==> src/rtl/mdf_pkg.sv <==
package mdf_pkg;

  typedef enum logic [2:0] {
    RX_IDLE, RX_START, RX_DATA, RX_SLOT, RX_STOP, RX_HOLD
  } rx_state_e;

  // number of data bits for a length code
  function automatic logic [3:0] char_bits(input logic [1:0] len);
    return 4'd5 + {2'b00, len};
  endfunction

  // clear bits above the character length
  function automatic logic [7:0] keep_bits(input logic [7:0] d, input logic [1:0] len);
    case (len)
      2'd0:    return d & 8'h1F;
      2'd1:    return d & 8'h3F;
      2'd2:    return d & 8'h7F;
      default: return d;
    endcase
  endfunction

  // slot bit: flag in multidrop mode, parity otherwise
  function automatic logic slot_bit(input logic [7:0] d, input logic [1:0] len,
                                    input logic md, input logic odd, input logic flag);
    return md ? flag : ((^keep_bits(d, len)) ^ odd);
  endfunction

  // full frame, first bit on the line in bit 0, unused upper bits high
  function automatic logic [10:0] build_frame(input logic [7:0] d, input logic [1:0] len,
                                              input logic md, input logic odd,
                                              input logic flag);
    logic [10:0] f;
    int n;
    n = int'(char_bits(len));
    f = '1;
    f[0] = 1'b0;
    for (int i = 0; i < 8; i++) begin
      if (i < n) f[i+1] = d[i];
    end
    f[n+1] = slot_bit(d, len, md, odd, flag);
    return f;
  endfunction

  // received bits arrive at the top of the shift register; move them down
  function automatic logic [7:0] align_char(input logic [7:0] s, input logic [1:0] len);
    case (len)
      2'd0:    return {3'b000, s[7:3]};
      2'd1:    return {2'b00, s[7:2]};
      2'd2:    return {1'b0, s[7:1]};
      default: return s;
    endcase
  endfunction

endpackage

==> src/rtl/mdf_sync.sv <==
module mdf_sync #(
  parameter int   STAGES    = 2,
  parameter logic RESET_VAL = 1'b1
) (
  input  logic clk,
  input  logic rst_n,
  input  logic d,
  output logic q
);
  logic [STAGES-1:0] chain;

  generate
    if (STAGES == 1) begin : g_one
      always_ff @(posedge clk or negedge rst_n) begin
        if (!rst_n) chain <= RESET_VAL;
        else        chain <= d;
      end
    end else begin : g_many
      always_ff @(posedge clk or negedge rst_n) begin
        if (!rst_n) chain <= {STAGES{RESET_VAL}};
        else        chain <= {chain[STAGES-2:0], d};
      end
    end
  endgenerate

  assign q = chain[STAGES-1];
endmodule

==> src/rtl/mdf_tx.sv <==
module mdf_tx
  import mdf_pkg::*;
#(
  parameter int OSR = 16
) (
  input  logic       clk,
  input  logic       rst_n,
  input  logic       tick,
  input  logic       start,
  input  logic [7:0] data,
  input  logic [1:0] len,
  input  logic       md,
  input  logic       odd,
  input  logic       flag,
  output logic       busy,
  output logic       txd,
  output logic       bit_evt
);
  localparam int CW = $clog2(OSR);
  localparam logic [CW-1:0] TLAST = CW'(OSR - 1);

  logic [CW-1:0] tcnt;
  logic [3:0]    bits_left;
  logic [9:0]    pending;
  logic [10:0]   frame;

  assign frame   = build_frame(data, len, md, odd, flag);
  assign bit_evt = busy && tick && (tcnt == TLAST);

  always_ff @(posedge clk or negedge rst_n) begin
    if (!rst_n) begin
      busy      <= 1'b0;
      txd       <= 1'b1;
      tcnt      <= '0;
      bits_left <= '0;
      pending   <= '1;
    end else if (!busy) begin
      if (start) begin
        busy      <= 1'b1;
        txd       <= frame[0];
        pending   <= frame[10:1];
        bits_left <= char_bits(len) + 4'd2;
        tcnt      <= '0;
      end
    end else if (tick) begin
      if (tcnt == TLAST) begin
        tcnt <= '0;
        if (bits_left == 4'd0) begin
          busy <= 1'b0;
          txd  <= 1'b1;
        end else begin
          txd       <= pending[0];
          pending   <= {1'b1, pending[9:1]};
          bits_left <= bits_left - 4'd1;
        end
      end else begin
        tcnt <= tcnt + 1'b1;
      end
    end
  end
endmodule

==> src/rtl/mdf_rx.sv <==
module mdf_rx
  import mdf_pkg::*;
#(
  parameter int OSR = 16
) (
  input  logic       clk,
  input  logic       rst_n,
  input  logic       tick,
  input  logic       line,
  input  logic [1:0] len,
  input  logic       md,
  input  logic       odd,
  output logic       valid,
  output logic [7:0] data,
  output logic       flag,
  output logic       perr,
  output logic       ferr,
  output logic       brk,
  output logic       samp_evt,
  output logic       frame_evt
);
  localparam int CW = $clog2(OSR);
  localparam logic [CW-1:0] TLAST = CW'(OSR - 1);
  localparam logic [CW-1:0] HLAST = CW'(OSR / 2 - 1);

  rx_state_e     st;
  logic [CW-1:0] tcnt;
  logic [3:0]    bidx;
  logic [7:0]    sreg;
  logic          slot_q;
  logic          all_low;
  logic [7:0]    got;

  assign got       = align_char(sreg, len);
  assign samp_evt  = tick && (tcnt == TLAST) &&
                     (st == RX_DATA || st == RX_SLOT || st == RX_STOP);
  assign frame_evt = samp_evt && (st == RX_STOP);

  always_ff @(posedge clk or negedge rst_n) begin
    if (!rst_n) begin
      st      <= RX_IDLE;
      tcnt    <= '0;
      bidx    <= '0;
      sreg    <= '0;
      slot_q  <= 1'b0;
      all_low <= 1'b0;
      valid   <= 1'b0;
      data    <= '0;
      flag    <= 1'b0;
      perr    <= 1'b0;
      ferr    <= 1'b0;
      brk     <= 1'b0;
    end else begin
      valid <= 1'b0;
      case (st)
        RX_IDLE: begin
          if (tick && !line) begin
            st   <= RX_START;
            tcnt <= '0;
          end
        end
        RX_START: begin
          if (tick) begin
            if (tcnt == HLAST) begin
              tcnt <= '0;
              if (!line) begin
                st      <= RX_DATA;
                bidx    <= '0;
                all_low <= 1'b1;
              end else begin
                st <= RX_IDLE;
              end
            end else begin
              tcnt <= tcnt + 1'b1;
            end
          end
        end
        RX_DATA, RX_SLOT, RX_STOP: begin
          if (tick) begin
            if (tcnt != TLAST) tcnt <= tcnt + 1'b1;
            else               tcnt <= '0;
          end
          if (samp_evt) begin
            all_low <= all_low & ~line;
            if (st == RX_DATA) begin
              sreg <= {line, sreg[7:1]};
              if (bidx == char_bits(len) - 4'd1) st <= RX_SLOT;
              else                               bidx <= bidx + 4'd1;
            end else if (st == RX_SLOT) begin
              slot_q <= line;
              st     <= RX_STOP;
            end else begin
              valid <= 1'b1;
              data  <= got;
              flag  <= md & slot_q;
              perr  <= !md && (slot_q != slot_bit(got, len, 1'b0, odd, 1'b0));
              ferr  <= !line;
              brk   <= all_low & ~line;
              st    <= line ? RX_IDLE : RX_HOLD;
            end
          end
        end
        RX_HOLD: begin
          if (line) st <= RX_IDLE;
        end
        default: st <= RX_IDLE;
      endcase
    end
  end
endmodule

==> src/rtl/mdrop_framer.sv <==
module mdrop_framer #(
  parameter int OSR       = 16,
  parameter int SYNC_FLOP = 2
) (
  input  logic       clk,
  input  logic       rst_n,
  input  logic       tick16,
  input  logic [1:0] cfg_len,
  input  logic       cfg_multidrop,
  input  logic       cfg_odd,
  input  logic       tx_valid,
  input  logic [7:0] tx_data,
  input  logic       tx_flag,
  output logic       tx_ready,
  output logic       txd,
  input  logic       rxd,
  output logic       rx_valid,
  output logic [7:0] rx_data,
  output logic       rx_flag,
  output logic       rx_perr,
  output logic       rx_ferr,
  output logic       rx_break
);
  logic tx_busy;
  logic tx_accept;
  logic tx_bit_evt;
  logic rx_line;
  logic rx_samp_evt;
  logic rx_frame_evt;

  assign tx_ready  = ~tx_busy;
  assign tx_accept = tx_valid & tx_ready;

  mdf_tx #(.OSR(OSR)) u_tx (
    .clk     (clk),
    .rst_n   (rst_n),
    .tick    (tick16),
    .start   (tx_accept),
    .data    (tx_data),
    .len     (cfg_len),
    .md      (cfg_multidrop),
    .odd     (cfg_odd),
    .flag    (tx_flag),
    .busy    (tx_busy),
    .txd     (txd),
    .bit_evt (tx_bit_evt)
  );

  mdf_sync #(.STAGES(SYNC_FLOP), .RESET_VAL(1'b1)) u_sync (
    .clk   (clk),
    .rst_n (rst_n),
    .d     (rxd),
    .q     (rx_line)
  );

  mdf_rx #(.OSR(OSR)) u_rx (
    .clk       (clk),
    .rst_n     (rst_n),
    .tick      (tick16),
    .line      (rx_line),
    .len       (cfg_len),
    .md        (cfg_multidrop),
    .odd       (cfg_odd),
    .valid     (rx_valid),
    .data      (rx_data),
    .flag      (rx_flag),
    .perr      (rx_perr),
    .ferr      (rx_ferr),
    .brk       (rx_break),
    .samp_evt  (rx_samp_evt),
    .frame_evt (rx_frame_evt)
  );
endmodule

==> config.mk <==
export PLATFORM = sky130hd
export DESIGN_NAME = mdrop_framer
export DESIGN_NICKNAME = d
export VERILOG_FILES = /design/src/rtl/mdf_pkg.sv /design/src/rtl/mdf_sync.sv /design/src/rtl/mdf_tx.sv /design/src/rtl/mdf_rx.sv /design/src/rtl/mdrop_framer.sv
export SDC_FILE = /design/constraint.sdc
export NUM_CORES = 1
export LEC_CHECK = 0
export CAP_MARGIN = 20
export CELL_PAD_IN_SITES_DETAIL_PLACEMENT = 1
export CELL_PAD_IN_SITES_GLOBAL_PLACEMENT = 2
export CORE_MARGIN = 5
export CORE_UTILIZATION = 36
export CTS_CLUSTER_DIAMETER = 120
export DETAILED_ROUTE_END_ITERATION = 10
export GPL_TIMING_DRIVEN = 0
export PLACE_DENSITY = 0.85
export SLEW_MARGIN = 10
export SYNTH_ARGS = -nofsm -noshare
export SYNTH_HDL_FRONTEND = slang
export SYNTH_SLANG_ARGS = --single-unit
==> constraint.sdc <==
create_clock -name clk -period 2.37 [get_ports clk]
set_input_delay 0.474 -clock clk [delete_from_list [all_inputs] [get_ports clk]]
set_output_delay 0.474 -clock clk [all_outputs]
set_load 0.01 [all_outputs]
Word level (Yosys, flattened, before mapping)
Index checks and enable logic that the tools add are counted.
W data, S select, Z words.
{ "word_totals": {"in_bits": 18, "romBits": 0, "memories": 0, "ram_bits": 0, "out_inout_bits": 15, "latchBits": 0, "ff_bits": 56} }
{ "classes": {"n_mux": 76, "div_mod_pow": 0, "n_reduce_logical": 28, "n_addsub": 8, "shift": 0, "mul": 0, "n_bitwise": 9, "n_eq_ne": 26, "magnitude_cmp": 10} }
{ "op_table": {"columns": ["cell", "count"], "rows": [
  ["$mux W4", 20],
  ["$pmux W8 S3", 3],
  ["$mux W10", 5],
  ["$ge A32 B1 Y1 const B", 1],
  ["$lt A32 B6 Y1 const B", 1],
  ["$mux W8", 4],
  ["$mux W1", 28],
  ["$mux W3", 9],
  ["$ne A2 B2 Y1 const B", 9],
  ["$lt A3 B4 Y1 const A", 4],
  ["$reduce_and A4 Y1", 4],
  ["$reduce_xor A8 Y1", 2],
  ["$add A4 B1 Y4 const B", 3],
  ["$pmux W3 S4", 1],
  ["$pmux W4 S3", 1],
  ["$bwmux W11", 1],
  ["$eq A4 B4 Y1 const B", 2],
  ["$lt A1 B4 Y1 const A", 2],
  ["$lt A2 B4 Y1 const A", 2],
  ["$pmux W4 S2", 1],
  ["$sub A4 B1 Y4 const B", 2],
  ["$reduce_and A7 Y1", 1],
  ["$eq A3 B2 Y1 const B", 2],
  ["$eq A3 B3 Y1 const B", 2],
  ["other kinds (31)", 47]
]} }

Longest topological paths before layout
Gate-level depths: netlist of run 1.
{ "logic_depth": {"depth_word": 11, "ltp_mapped": 9} }

Modules after synthesis
From an unflattened synthesis of run 1, not the netlist that was laid out.
{ "unflattened": {"cells_unflattened": 350, "hier_area_um2": 3349.5} }
{ "by_module_without_submodules": {"columns": ["mod", "cells_per_inst", "seq_area_each_um2", "area_per_inst_um2", "instances"], "rows": [
  ["mdf_rx", 197, 850.8, 1910.6, 1],
  ["mdf_tx", 149, 514.2, 1376.3, 1],
  ["mdf_sync", 2, 52.6, 52.6, 1],
  ["mdrop_framer", 2, 0.0, 10.0, 1]
]} }

Worst setup path before layout of run 1
OpenSTA, ideal clock, no wires.
{ "synth_path": {"kind": "input to register", "from": "input port cfg_len[0]", "to": "register u_rx.st[2]", "stages": 9, "setup_time_ns": 0.129, "t_arrival_ns": 2.219, "setup_slack_ns": 0.022, "n_path_buf": 0, "cell_sequence": "ha_1 -> clkinv_1 -> ha_1 -> nand2b_1 -> o22ai_1 -> a311oi_2 -> a221o_1 -> o21ai_0 -> o21ai_0"} }
{ "synth_between": {"elab_chain_cells": 5} }
{ "synth_lines": {"columns": ["item", "line_no", "text"], "rows": [
  ["start: declaration", "mdrop_framer.sv:8", "input logic [1:0] cfg_len,"],
  ["$add A3 B2 Y4", "mdf_pkg.sv:9", "return 4'd5 + {2'b00, len};"],
  ["$sub A4 B1 Y4", "mdf_rx.sv:87", "if (bidx == char_bits(len) - 4'd1) st <= RX_SLOT;"],
  ["$eq A4 B4 Y1", "mdf_rx.sv:87", null],
  ["$ne A3 B3 Y1 (no source line)", null, null],
  ["$reduce_and A6 Y1 (no source line)", null, null],
  ["end signal: assignment", "mdf_rx.sv:99", "st <= line ? RX_IDLE : RX_HOLD;"],
  ["end: declaration", "mdf_rx.sv:26", "rx_state_e st;"]
]} }
Every way passes these cells.
A chain may end at the register's enable or synchronous reset.

Final worst setup path of run 1
{ "layout_path": {"from": "input port cfg_len[0]", "to": "register u_rx.st[0]"} }
The elaborated chain is that of the path after synthesis.

==> flow_summary_export.csv, run 1 <==
group,metric,value,unit
sta,worstMarginPinSlew,0.735,ns
synth,synthCells,371,
sta,min_period_over_period,95.6,%
placed_design,io_buffers,31,
clock_network,hold_buffers,0,
sta,slew_violations,0,
sta,relSlewSlack,51.0,%
cells_and_area,final_net_count,445,
clock_network,cts_buffer_depth,2,
sta,post-route-min-period,2.27,ns
route,drc_errors,0,
worst_setup_path,crit_arrival,2.47,ns
floorplanning,die_area,11400,sq um
route,vias_per_cell,5.55,
synth,ys_types,53,
global_routing,grt_max_degree,57,
global_routing,grt_pass1_wl,15.3,mm
worst_setup_path,cp.required,2.58,ns
floorplanning,die_w,107,um
min_path,hold_path_class,"input port to async pin",
synth,synth-edff-count,0,
worst_setup_path,crit_slowest_cell,"ha_1",
floorplanning,num_rows,35,
clock_network,clk_pin_slew,0.12,ns
synth,ys_warn_count,0,
worst_setup_path,path_cells,"clkbuf_4 > ha_4 > clkinv_2 > ha_1 > nand2b_1 > o22ai_2 > a311oi_4 > a221o_1 > buf_4 > nand2_1 > o21ai_0",
placed_design,hpwlAfterDp,6.72,mm
run,max_cap_viol_count,0,
sta,finalHoldViolCount,0,
status,outcome,"finished, final reports clean",
clock_network,numCtsBuffers,5,
worst_setup_path,critical_path_class,"input port to register",
cells_and_area,drive_above_1_share,16.8,%
floorplanning,initial_core_util,36.7,%
worst_setup_path,crit_family,"compound AO/OA/AOI/OAI gates",
synth,synth_ff_type,"dfrtp_1",
global_routing,globalRouteTotalUtil,16.8,%
synth,syn_avg_cell_area,9.05,sq um
synth,async_flop_share,100,%
route,detail_route.iter0.violations,115,
sta,rsz0062_at_grt,"false",
placed_design,placed_area,3800,sq um
clock_network,htreeDepth,2,
cells_and_area,final_common_cell,"nand2_1",
global_routing,antenna_found_initial,0,
synth,syn_nets,401,
worst_setup_path,cp_num_buf_inv,3,
clock_network,clock_sink_count,56,
sta,setup_viol,0,
clock_network,root_buffer,"clkbuf_8",
worst_setup_path,cpPeakStageDelay,0.36,ns
clock_network,cts_tree,"built",
floorplanning,core-area,9150,sq um
worst_setup_path,crit_path_start_kind,"input port",
power,p_per_area,889,nW/um^2
cells_and_area,final_area,4030,sq um
power,peakVddDrop,0.515,mV
worst_setup_path,cp_max_fo,9,
cells_and_area,final_cell_mix,"nand2_1 (60), dfrtp_1 (43), o21ai_0 (42)",
synth,netlist_area,3360,sq um
sta,max_freq,441,MHz
placed_design,place.gp.congestion,0.749,
route,wl,9.10,mm
worst_setup_path,end_kind,"register",
route,detail_route.wl_per_cell,17.3,um
cells_and_area,syn_to_final_growth,20.1,%
global_routing,grt_pass1_vias,3003,
route,drtAntennaViolNets,0,
floorplanning,die_y,107,um
power,p_total,3580,uW
floorplanning,io_pins,33,
route,dr.pass1.iters,6,
route,route.vias.total,2926,
power,leakagePower,0.00169,uW
synth,ys_seq_area_share,42.2,%
cells_and_area,num_antenna_cells,0,
clock_network,insertion_delay,0.33,ns
sta,finClkSkew,0.0124,ns
global_routing,overflow,0,
synth,ys_seq_elements,56,
==> worst paths after layout <==
path                                                    start                            end  slack [ns]  cells after the start
max in group asynchronous                               rst_n       u_rx.data[6]$_DFFE_PN0P_        1.69                      1
worst min register to register      u_sync.chain[0]$_DFF_PN1_      u_sync.chain[1]$_DFF_PN1_        0.36                      0
worst max-delay path                               cfg_len[0]         u_rx.st[0]$_DFFE_PN0P_        0.10                     11
min in group clk                    u_sync.chain[0]$_DFF_PN1_      u_sync.chain[1]$_DFF_PN1_        0.36                      0
worst max register to register  u_tx.bits_left[0]$_DFFE_PN0P_  u_tx.bits_left[0]$_DFFE_PN0P_        0.22                      8
worst min-delay path                                    rst_n  u_tx.bits_left[0]$_DFFE_PN0P_        0.18                      1
==> cells by family after synthesis <==
logic type,after synthesis,share of synthesized area (%)
AOI/OAI and AO/OA,111,21.7
adders and majority gates,12,4.47
muxes,12,3.91
and+or+nand+nor,123,16.7
DFF,56,42.2
buffers and inverters,34,4.55
xor gates and xnor gates,23,6.41
==> per-layer routing <==
layer  up-vias  share of wire (%)  global-route usage, %
met4         0               0.93                   3.65
met5         -                  0                      0
met3         6                3.1                   2.73
met2        40                 50                   29.1
met1      1473                 46                   21.9
li1       1407                  -                      -
==> state kept, by name (all words and copies together), names as in the netlist <==
register	cells
u_tx.pending	10
u_rx.data	8
u_rx.sreg	8
u_rx.bidx	4
u_rx.tcnt	4
u_tx.bits_left	4
u_tx.tcnt	4
u_rx.st	3
u_sync.chain	2
u_rx.all_low	1
u_rx.brk	1
u_rx.ferr	1
u_rx.flag	1
u_rx.perr	1
u_rx.slot_q	1
u_rx.valid	1
u_tx.busy	1
u_tx.txd	1
==> through the flow <==
stage / std cells / TNS [ns] / utilization [%] / hold slack, ns / worst slack [ns]
after floorplan: 371 / 0 / - / 0.178 / 0.0225
after global placement: 513 / -65.75 / 41.6 / 0.347 / -1.12
after detailed placement: 513 / -19.95 / 41.6 / 0.348 / -1.23
after CTS: 525 / 0 / 43.8 / 0.230 / 0.00869
after global routing: 527 / 0 / 44.0 / 0.256 / 0.0108
final: 527 / 0 / 44.0 / 0.180 / 0.104
==> final cells by class <==
| type | instances | area (sq um) |
|---|---|---|
| buffer | 20 | 105 |
| clock buffer | 5 | 68.8 |
| clock inverter | 3 | 50.0 |
| fill | 1075 | 5120 |
| inverter | 14 | 53.8 |
| multi-input combinational | 281 | 1830 |
| sequential | 56 | 1420 |
| tap | 111 | 139 |
| timing repair buffer | 37 | 364 |
==> worst reg2reg max path, stage by stage, from the launching register on <==
cell	delay (ns)
dfrtp_1	0.43
inv_1	0.10
ha_1	0.18
nor3b_1	0.40
nor3_2	0.18
or2_2	0.32
buf_2	0.19
o211ai_1	0.12
o21ai_0	0.12
==> Yosys cell counts (3+ instances only) <==
cell	instances	share of area (%)
a21oi_1	21	3.1
a222oi_1	5	1.5
a2bb2oi_1	3	0.78
and3_1	4	0.75
buf_2	8	1.2
clkbuf_1	9	1.0
dfrtp_1	43	32
dfstp_2	13	10
ha_1	12	4.5
inv_1	13	1.5
mux2_2	9	3.0
mux2i_1	3	0.89
nand2_1	60	6.7
nand2b_1	3	0.56
nand3_1	10	1.5
nand4_1	4	0.75
nor2_1	16	1.8
nor2b_1	6	1.1
nor3_1	10	1.5
o211ai_1	3	0.67
o21ai_0	44	6.6
o22ai_1	5	0.93
o31ai_1	7	1.6
or3_1	3	0.56
xnor2_1	15	3.9
xor2_1	7	1.8
==> power by group <==
| part | total (uW) | internal, uW | switching (uW) |
|---|---|---|---|
| clock | 696 | 327 | 369 |
| combinational | 1390 | 637 | 753 |
| sequential | 1500 | 1260 | 235 |
==> repair_timing <==
item                       4_1_cts  5_1_grt
gates resized for setup         21        9
setup endpoints to repair       20       17
buffers inserted                 4        2
pin swaps                        5        3
hold endpoints to repair         0        0
(Power assumes the default switching activity.)
==> inputs of run 2 (changes only) <==
--- a/config.mk
+++ b/config.mk
@@ -13,8 +13,8 @@
 export CTS_CLUSTER_DIAMETER = 120
 export DETAILED_ROUTE_END_ITERATION = 10
 export GPL_TIMING_DRIVEN = 0
-export PLACE_DENSITY = 0.85
-export SLEW_MARGIN = 10
+export PLACE_DENSITY = 0.86
+export SLEW_MARGIN = 20
 export SYNTH_ARGS = -nofsm -noshare
 export SYNTH_HDL_FRONTEND = slang
 export SYNTH_SLANG_ARGS = --single-unit
==> run 2 against run 1 <==
  * Hold slack lost 0.15 ns
  * Critical endpoint is now u_tx.pending[0]$_DFFE_PN1P_
  * Clock-buffer cell count stayed put
  * Design area fell by 0.12%
  * Critical path type unchanged
==> flow_summary_export.csv, run 2 (synthesis gave the netlist of run 1 again) <==
group,metric,value,unit
clock_network,htreeDepth,2,
sta,finClkSkew,0.0125,ns
worst_setup_path,crit_slowest_cell,"xnor3_2",
worst_setup_path,end_kind,"register",
worst_setup_path,critical_path.endpoint,"u_tx.pending[0]$_DFFE_PN1P_",
global_routing,grt_pass1_vias,2927,
sta,finalHoldViolCount,0,
floorplanning,io_pins,33,
status,outcome,"finished, final reports clean",
sta,worstMarginPinSlew,0.754,ns
global_routing,globalRouteTotalUtil,16.4,%
worst_setup_path,worstReg2RegStart,"u_rx.tcnt[0]$_DFFE_PN0P_",
floorplanning,die_w,107,um
clock_network,clock_sink_count,56,
worst_setup_path,cp_max_fo,10,
floorplanning,num_rows,35,
route,vias_per_cell,5.54,
worst_setup_path,cp-startpoint,"cfg_len[0]",
sta,relSlewSlack,49.5,%
global_routing,antenna_found_initial,0,
route,wl,9.03,mm
floorplanning,core-area,9150,sq um
sta,whs,0.0321,ns
floorplanning,die_y,107,um
sta,rsz0062_at_grt,"false",
worst_setup_path,critical_path_class,"input port to register",
cells_and_area,num_antenna_cells,0,
cells_and_area,syn_to_final_growth,19.9,%
worst_setup_path,ff2ff_path_depth,4,
clock_network,hold_buffers,0,
global_routing,use_met2,27.3,%
clock_network,cts_buffer_depth,2,
worst_setup_path,cp.required,2.61,ns
global_routing,grt_use_met1,21.8,%
floorplanning,die_area,11400,sq um
sta,post-route-min-period,2.26,ns
global_routing,grt_max_degree,33,
sta,min_period_over_period,95.3,%
placed_design,placed_area,3820,sq um
clock_network,insertion_delay,0.33,ns
cells_and_area,max_flop_register,"u_tx.pending",
cells_and_area,final_area,4030,sq um
sta,setup_slack,0.111,ns
clock_network,cts_tree,"built",
placed_design,place.gp.congestion,0.783,
worst_setup_path,reg2reg_to,"u_rx.sreg[3]$_DFFE_PN0P_",
route,route.vias.total,2927,
placed_design,hpwlAfterDp,6.70,mm
power,leakagePower,0.00169,uW
global_routing,busiest_layer,"met2",
run,max_cap_viol_count,0,
global_routing,overflow,0,
clock_network,clk_pin_slew,0.12,ns
cells_and_area,final_common_cell,"nand2_1",
global_routing,grt_pass1_wl,15.0,mm
route,detail_route.iter0.violations,132,
route,drtAntennaViolNets,0,
worst_setup_path,crit_path_start_kind,"input port",
route,detail_route.wl_per_cell,17.1,um
sta,slew_violations,0,
worst_setup_path,rrSetupSlack,0.30,ns
power,peakVddDrop,0.404,mV
sta,setup_viol,0,
cells_and_area,largest_register_ff_count,10,
floorplanning,initial_core_util,36.7,%
clock_network,root_buffer,"clkbuf_8",
worst_setup_path,path_cells,"clkbuf_4 > inv_2 > ha_2 > nor2b_1 > a22oi_2 > xnor3_2 > o21ai_4 > buf_12 > nor3_1 > o31ai_2",
route,drc_errors,0,
cells_and_area,top_regs,"u_tx.pending (10), u_rx.data (8), u_rx.sreg (8)",
global_routing,grt_use_met3,3.16,%
worst_setup_path,cpPeakStageDelay,0.41,ns
cells_and_area,drive_above_1_share,17.3,%
power,p_per_area,863,nW/um^2
placed_design,io_buffers,31,
sta,max_freq,443,MHz
cells_and_area,final_net_count,446,
cells_and_area,final_cell_mix,"nand2_1 (60), dfrtp_1 (43), o21ai_0 (41)",
min_path,hold_path_class,"input port to async pin",
placed_design,post-place-ws,-1.25,ns
clock_network,numCtsBuffers,5,
route,dr.pass1.iters,5,
worst_setup_path,crit_arrival,2.50,ns
cells_and_area,utilization,44.0,%
==> run 2: report_power, final <==
part           switching, uW  total (uW)  internal (uW)  leakage [uW]
combinational            755        1400            644      0.000948
clock                    362         582            219     0.0000491
sequential               232        1490           1260      0.000692
total                   1350        3470           2120       0.00169
==> run 2: critical path: cells and delay by family <==
kind / cells / cell delay, ns
buffers and inverters: 3 / 0.45
AOI/OAI and AO/OA: 3 / 0.55
xor gates and xnor gates: 1 / 0.41
and+or+nand+nor: 2 / 0.33
adders and majority gates: 1 / 0.29
==> run 2: worst min path at each step <==
stage                     cells after the start                        end  slack, ns
after global placement                        0  u_sync.chain[1]$_DFF_PN1_       0.35
after detailed placement                      0  u_sync.chain[1]$_DFF_PN1_       0.35
after global routing                          1      u_rx.ferr$_DFFE_PN0P_       0.04
final                                         1      u_rx.ferr$_DFFE_PN0P_       0.03
after CTS                                     1       u_rx.brk$_DFFE_PN0P_       0.04
after floorplan                               0   u_rx.all_low$_DFFE_PN0P_       0.18
==> run 2: layer usage <==
metal  vias up  wire, um
met5         -         0
met4         0        96
met3         8       265
met2        40      4340
met1      1465      4330
li1       1414         -
==> run 2: per-stage QoR <==
step	total power, uW	instances	TNS, ns
2_1_floorplan	2420	371	0
3_3_place_gp	2730	513	-68.45
3_5_place_dp	2810	514	-20.22
4_1_cts	3470	525	0
5_1_grt	3750	528	0
6_report	3470	528	0
==> run 2: cell type report <==
| class | count | area, sq um |
|---|---|---|
| multi-input cells | 281 | 1840 |
| repair buffers | 38 | 378 |
| inverters | 14 | 53.8 |
| well taps | 111 | 139 |
| flip-flops and latches | 56 | 1420 |
| plain buffers | 20 | 104 |
| clock buffers | 5 | 68.8 |
| clock inverters | 3 | 26.3 |
| fillers | 1100 | 5130 |
==> run 2: what timing repair did <==
action / in CTS / in global routing
resized for setup: 19 / 10
endpoints found under the setup margin: 20 / 18
setup buffers: 3 / 3
pin swaps: 2 / 9
==> inputs of run 3 (changes only) <==
--- a/config.mk
+++ b/config.mk
@@ -5,7 +5,7 @@
 export SDC_FILE = /design/constraint.sdc
 export NUM_CORES = 1
 export LEC_CHECK = 0
-export CAP_MARGIN = 20
+export CAP_MARGIN = 0
 export CELL_PAD_IN_SITES_DETAIL_PLACEMENT = 1
 export CELL_PAD_IN_SITES_GLOBAL_PLACEMENT = 2
 export CORE_MARGIN = 5
==> constraint.sdc (replaced) <==
create_clock -name clk -period 2.43 [get_ports clk]
set_input_delay 0.486 -clock clk [delete_from_list [all_inputs] [get_ports clk]]
set_output_delay 0.486 -clock clk [all_outputs]
set_load 0.01 [all_outputs]
==> run 3 against run 2 <==
  * Die area unchanged
  * Routed wire length is 0.22% lower
  * Final cell count up 0.19%
  * Design area up 0.16%
  * Critical path type unchanged
  * Global-route usage did not move
  * Non-clock buffer count is 1 higher
  * Via count decreased by 0.17%
  * Combinational power is essentially flat
  * Sequential power about the same
  * Worst setup slack worse by 0.0021 ns
  * Largest power group unchanged
  * First-iteration DRC count decreased by 3.8%
  * Sequential share of layout area down 0.055 points
==> flow_summary_export.csv, run 3 (synthesis gave the netlist of run 1 again) <==
group,metric,value,unit
min_path,hold_path_class,"input port to async pin",
sta,slew_violations,0,
clock_network,cts_tree,"built",
global_routing,use_met2,27.3,%
clock_network,clock_sink_count,56,
global_routing,overflow,0,
run,max_cap_viol_count,0,
sta,setup_viol,0,
power,p_total,3390,uW
cells_and_area,num_antenna_cells,0,
floorplanning,core-area,9150,sq um
global_routing,grt_use_met1,21.8,%
cells_and_area,stdcell_count,529,
route,drc_errors,0,
worst_setup_path,crit_path_start_kind,"input port",
sta,finalSetupTns,0,ns
sta,rsz0062_at_grt,"false",
placed_design,post-place-ws,-1.21,ns
route,detail_route.iter0.violations,127,
global_routing,grt_max_degree,33,
clock_network,numCtsBuffers,5,
worst_setup_path,cp_max_fo,9,
sta,whs,0.0462,ns
clock_network,clk_pin_slew,0.12,ns
floorplanning,num_rows,35,
cells_and_area,final_cell_mix,"nand2_1 (60), dfrtp_1 (43), o21ai_0 (42)",
sta,finalHoldViolCount,0,
route,drtAntennaViolNets,0,
placed_design,dp_cells,514,
global_routing,globalRouteTotalUtil,16.4,%
placed_design,place.gp.congestion,0.783,
power,p_per_area,841,nW/um^2
sta,relSlewSlack,48.9,%
placed_design,io_buffers,31,
clock_network,root_buffer,"clkbuf_8",
placed_design,hpwlAfterDp,6.70,mm
cells_and_area,syn_to_final_growth,20.1,%
sta,finClkSkew,0.0115,ns
clock_network,cts_buffer_depth,2,
route,vias_per_cell,5.52,
sta,min_period_over_period,95.5,%
route,wl,9.01,mm
status,outcome,"finished, final reports clean",
cells_and_area,final_net_count,447,
clock_network,htreeDepth,2,
sta,worstMarginPinSlew,0.762,ns
floorplanning,die_area,11400,sq um
power,leakagePower,0.00169,uW
worst_setup_path,cp.required,2.66,ns
cells_and_area,drive_above_1_share,17.2,%
global_routing,antenna_found_initial,0,
sta,setup_slack,0.109,ns
cells_and_area,top_regs,"u_tx.pending (10), u_rx.data (8), u_rx.sreg (8)",
cells_and_area,final_common_cell,"nand2_1",
worst_setup_path,cp-startpoint,"cfg_len[1]",
worst_setup_path,crit_arrival,2.56,ns
global_routing,grt_use_met3,3.16,%
sta,post-route-min-period,2.32,ns
route,detail_route.wl_per_cell,17.0,um
power,peakVddDrop,0.395,mV
global_routing,grt_pass1_wl,15.0,mm
floorplanning,initial_core_util,36.7,%
route,dr.pass1.iters,5,
worst_setup_path,critical_path_class,"input port to register",
clock_network,insertion_delay,0.33,ns
global_routing,busiest_layer,"met2",
route,route.vias.total,2922,
floorplanning,io_pins,33,
sta,max_freq,431,MHz
worst_setup_path,worstReg2RegStart,"u_sync.chain[1]$_DFF_PN1_",
floorplanning,die_y,107,um
cells_and_area,largest_register_ff_count,10,
cells_and_area,max_flop_register,"u_tx.pending",
worst_setup_path,end_kind,"register",
floorplanning,die_w,107,um
global_routing,grt_pass1_vias,2927,
-- run 3: cell count changes in the layout (fill, tap and decap cells not counted) --
| cell | previous run | this run |
|---|---|---|
| clkdlybuf4s18_2 | 0 | 1 |
| clkinv_2 | 1 | 0 |
| inv_4 | 0 | 1 |
| nor3_1 | 9 | 10 |
| nor3_2 | 2 | 1 |
| o21ai_0 | 41 | 42 |
| o21ai_1 | 4 | 3 |
-- run 3: worst max-delay path, cell delays in order --
cell	delay, ns
clkdlybuf4s18_2	0.27
inv_1	0.12
ha_1	0.18
buf_2	0.19
a222oi_1	0.31
buf_4	0.18
xnor2_1	0.11
o21ai_1	0.10
xnor2_1	0.25
xnor2_1	0.12
o31ai_1	0.23
-- run 3: timing repair --
| action | 4_1_cts | 5_1_grt |
|---|---|---|
| hold buffers | 0 | 0 |
| hold endpoints to repair | 0 | 0 |
| buffers inserted | 3 | 4 |
| setup endpoints to repair | 20 | 17 |
| resized for setup | 17 | 9 |
| pin swaps | 1 | 8 |
-- run 3: final timing paths --
kind | endpoint | slack [ns] | depth (start not counted)
setup / recovery | u_rx.perr$_DFFE_PN0P_ | 0.11 | 11
hold / removal | u_rx.ferr$_DFFE_PN0P_ | 0.05 | 1
setup reg to reg | u_rx.bidx[0]$_DFFE_PN0P_ | 0.20 | 7
hold reg to reg | u_sync.chain[1]$_DFF_PN1_ | 0.37 | 0
max in group asynchronous | u_tx.pending[7]$_DFFE_PN1P_ | 1.81 | 2
min in group clk | u_sync.chain[1]$_DFF_PN1_ | 0.37 | 0
-- run 3: layout make-up --
type,count,area (sq um)
Multi-Input combinational cell,281,1830
Buffer,20,104
Sequential cell,56,1420
Fill cell,1102,5120
Clock inverter,3,26.3
Timing Repair Buffer,39,388
Clock buffer,5,68.8
Tap cell,111,139
Inverter,14,55.1
-- run 3: metrics by stage --
stage                     util [%]  instance area (sq um)
after floorplan                  -                   3360
after global placement        41.6                   3810
after detailed placement      41.8                   3820
after CTS                     43.6                   3990
after global routing          44.0                   4030
final                         44.0                   4030
-- run 3: metal layers --
layer  part of all wire (%)  vias to the layer above
li1                       -                     1414
met1                     48                     1462
met2                     48                       38
met3                    2.7                        8
met4                    1.1                        0
met5                      0                        -
-- run 3: power by group --
part           internal, uW  leakage [uW]  switching [uW]  total, uW
clock                   214     0.0000491             353        567
combinational           632      0.000952             734       1370
sequential             1230      0.000692             226       1460
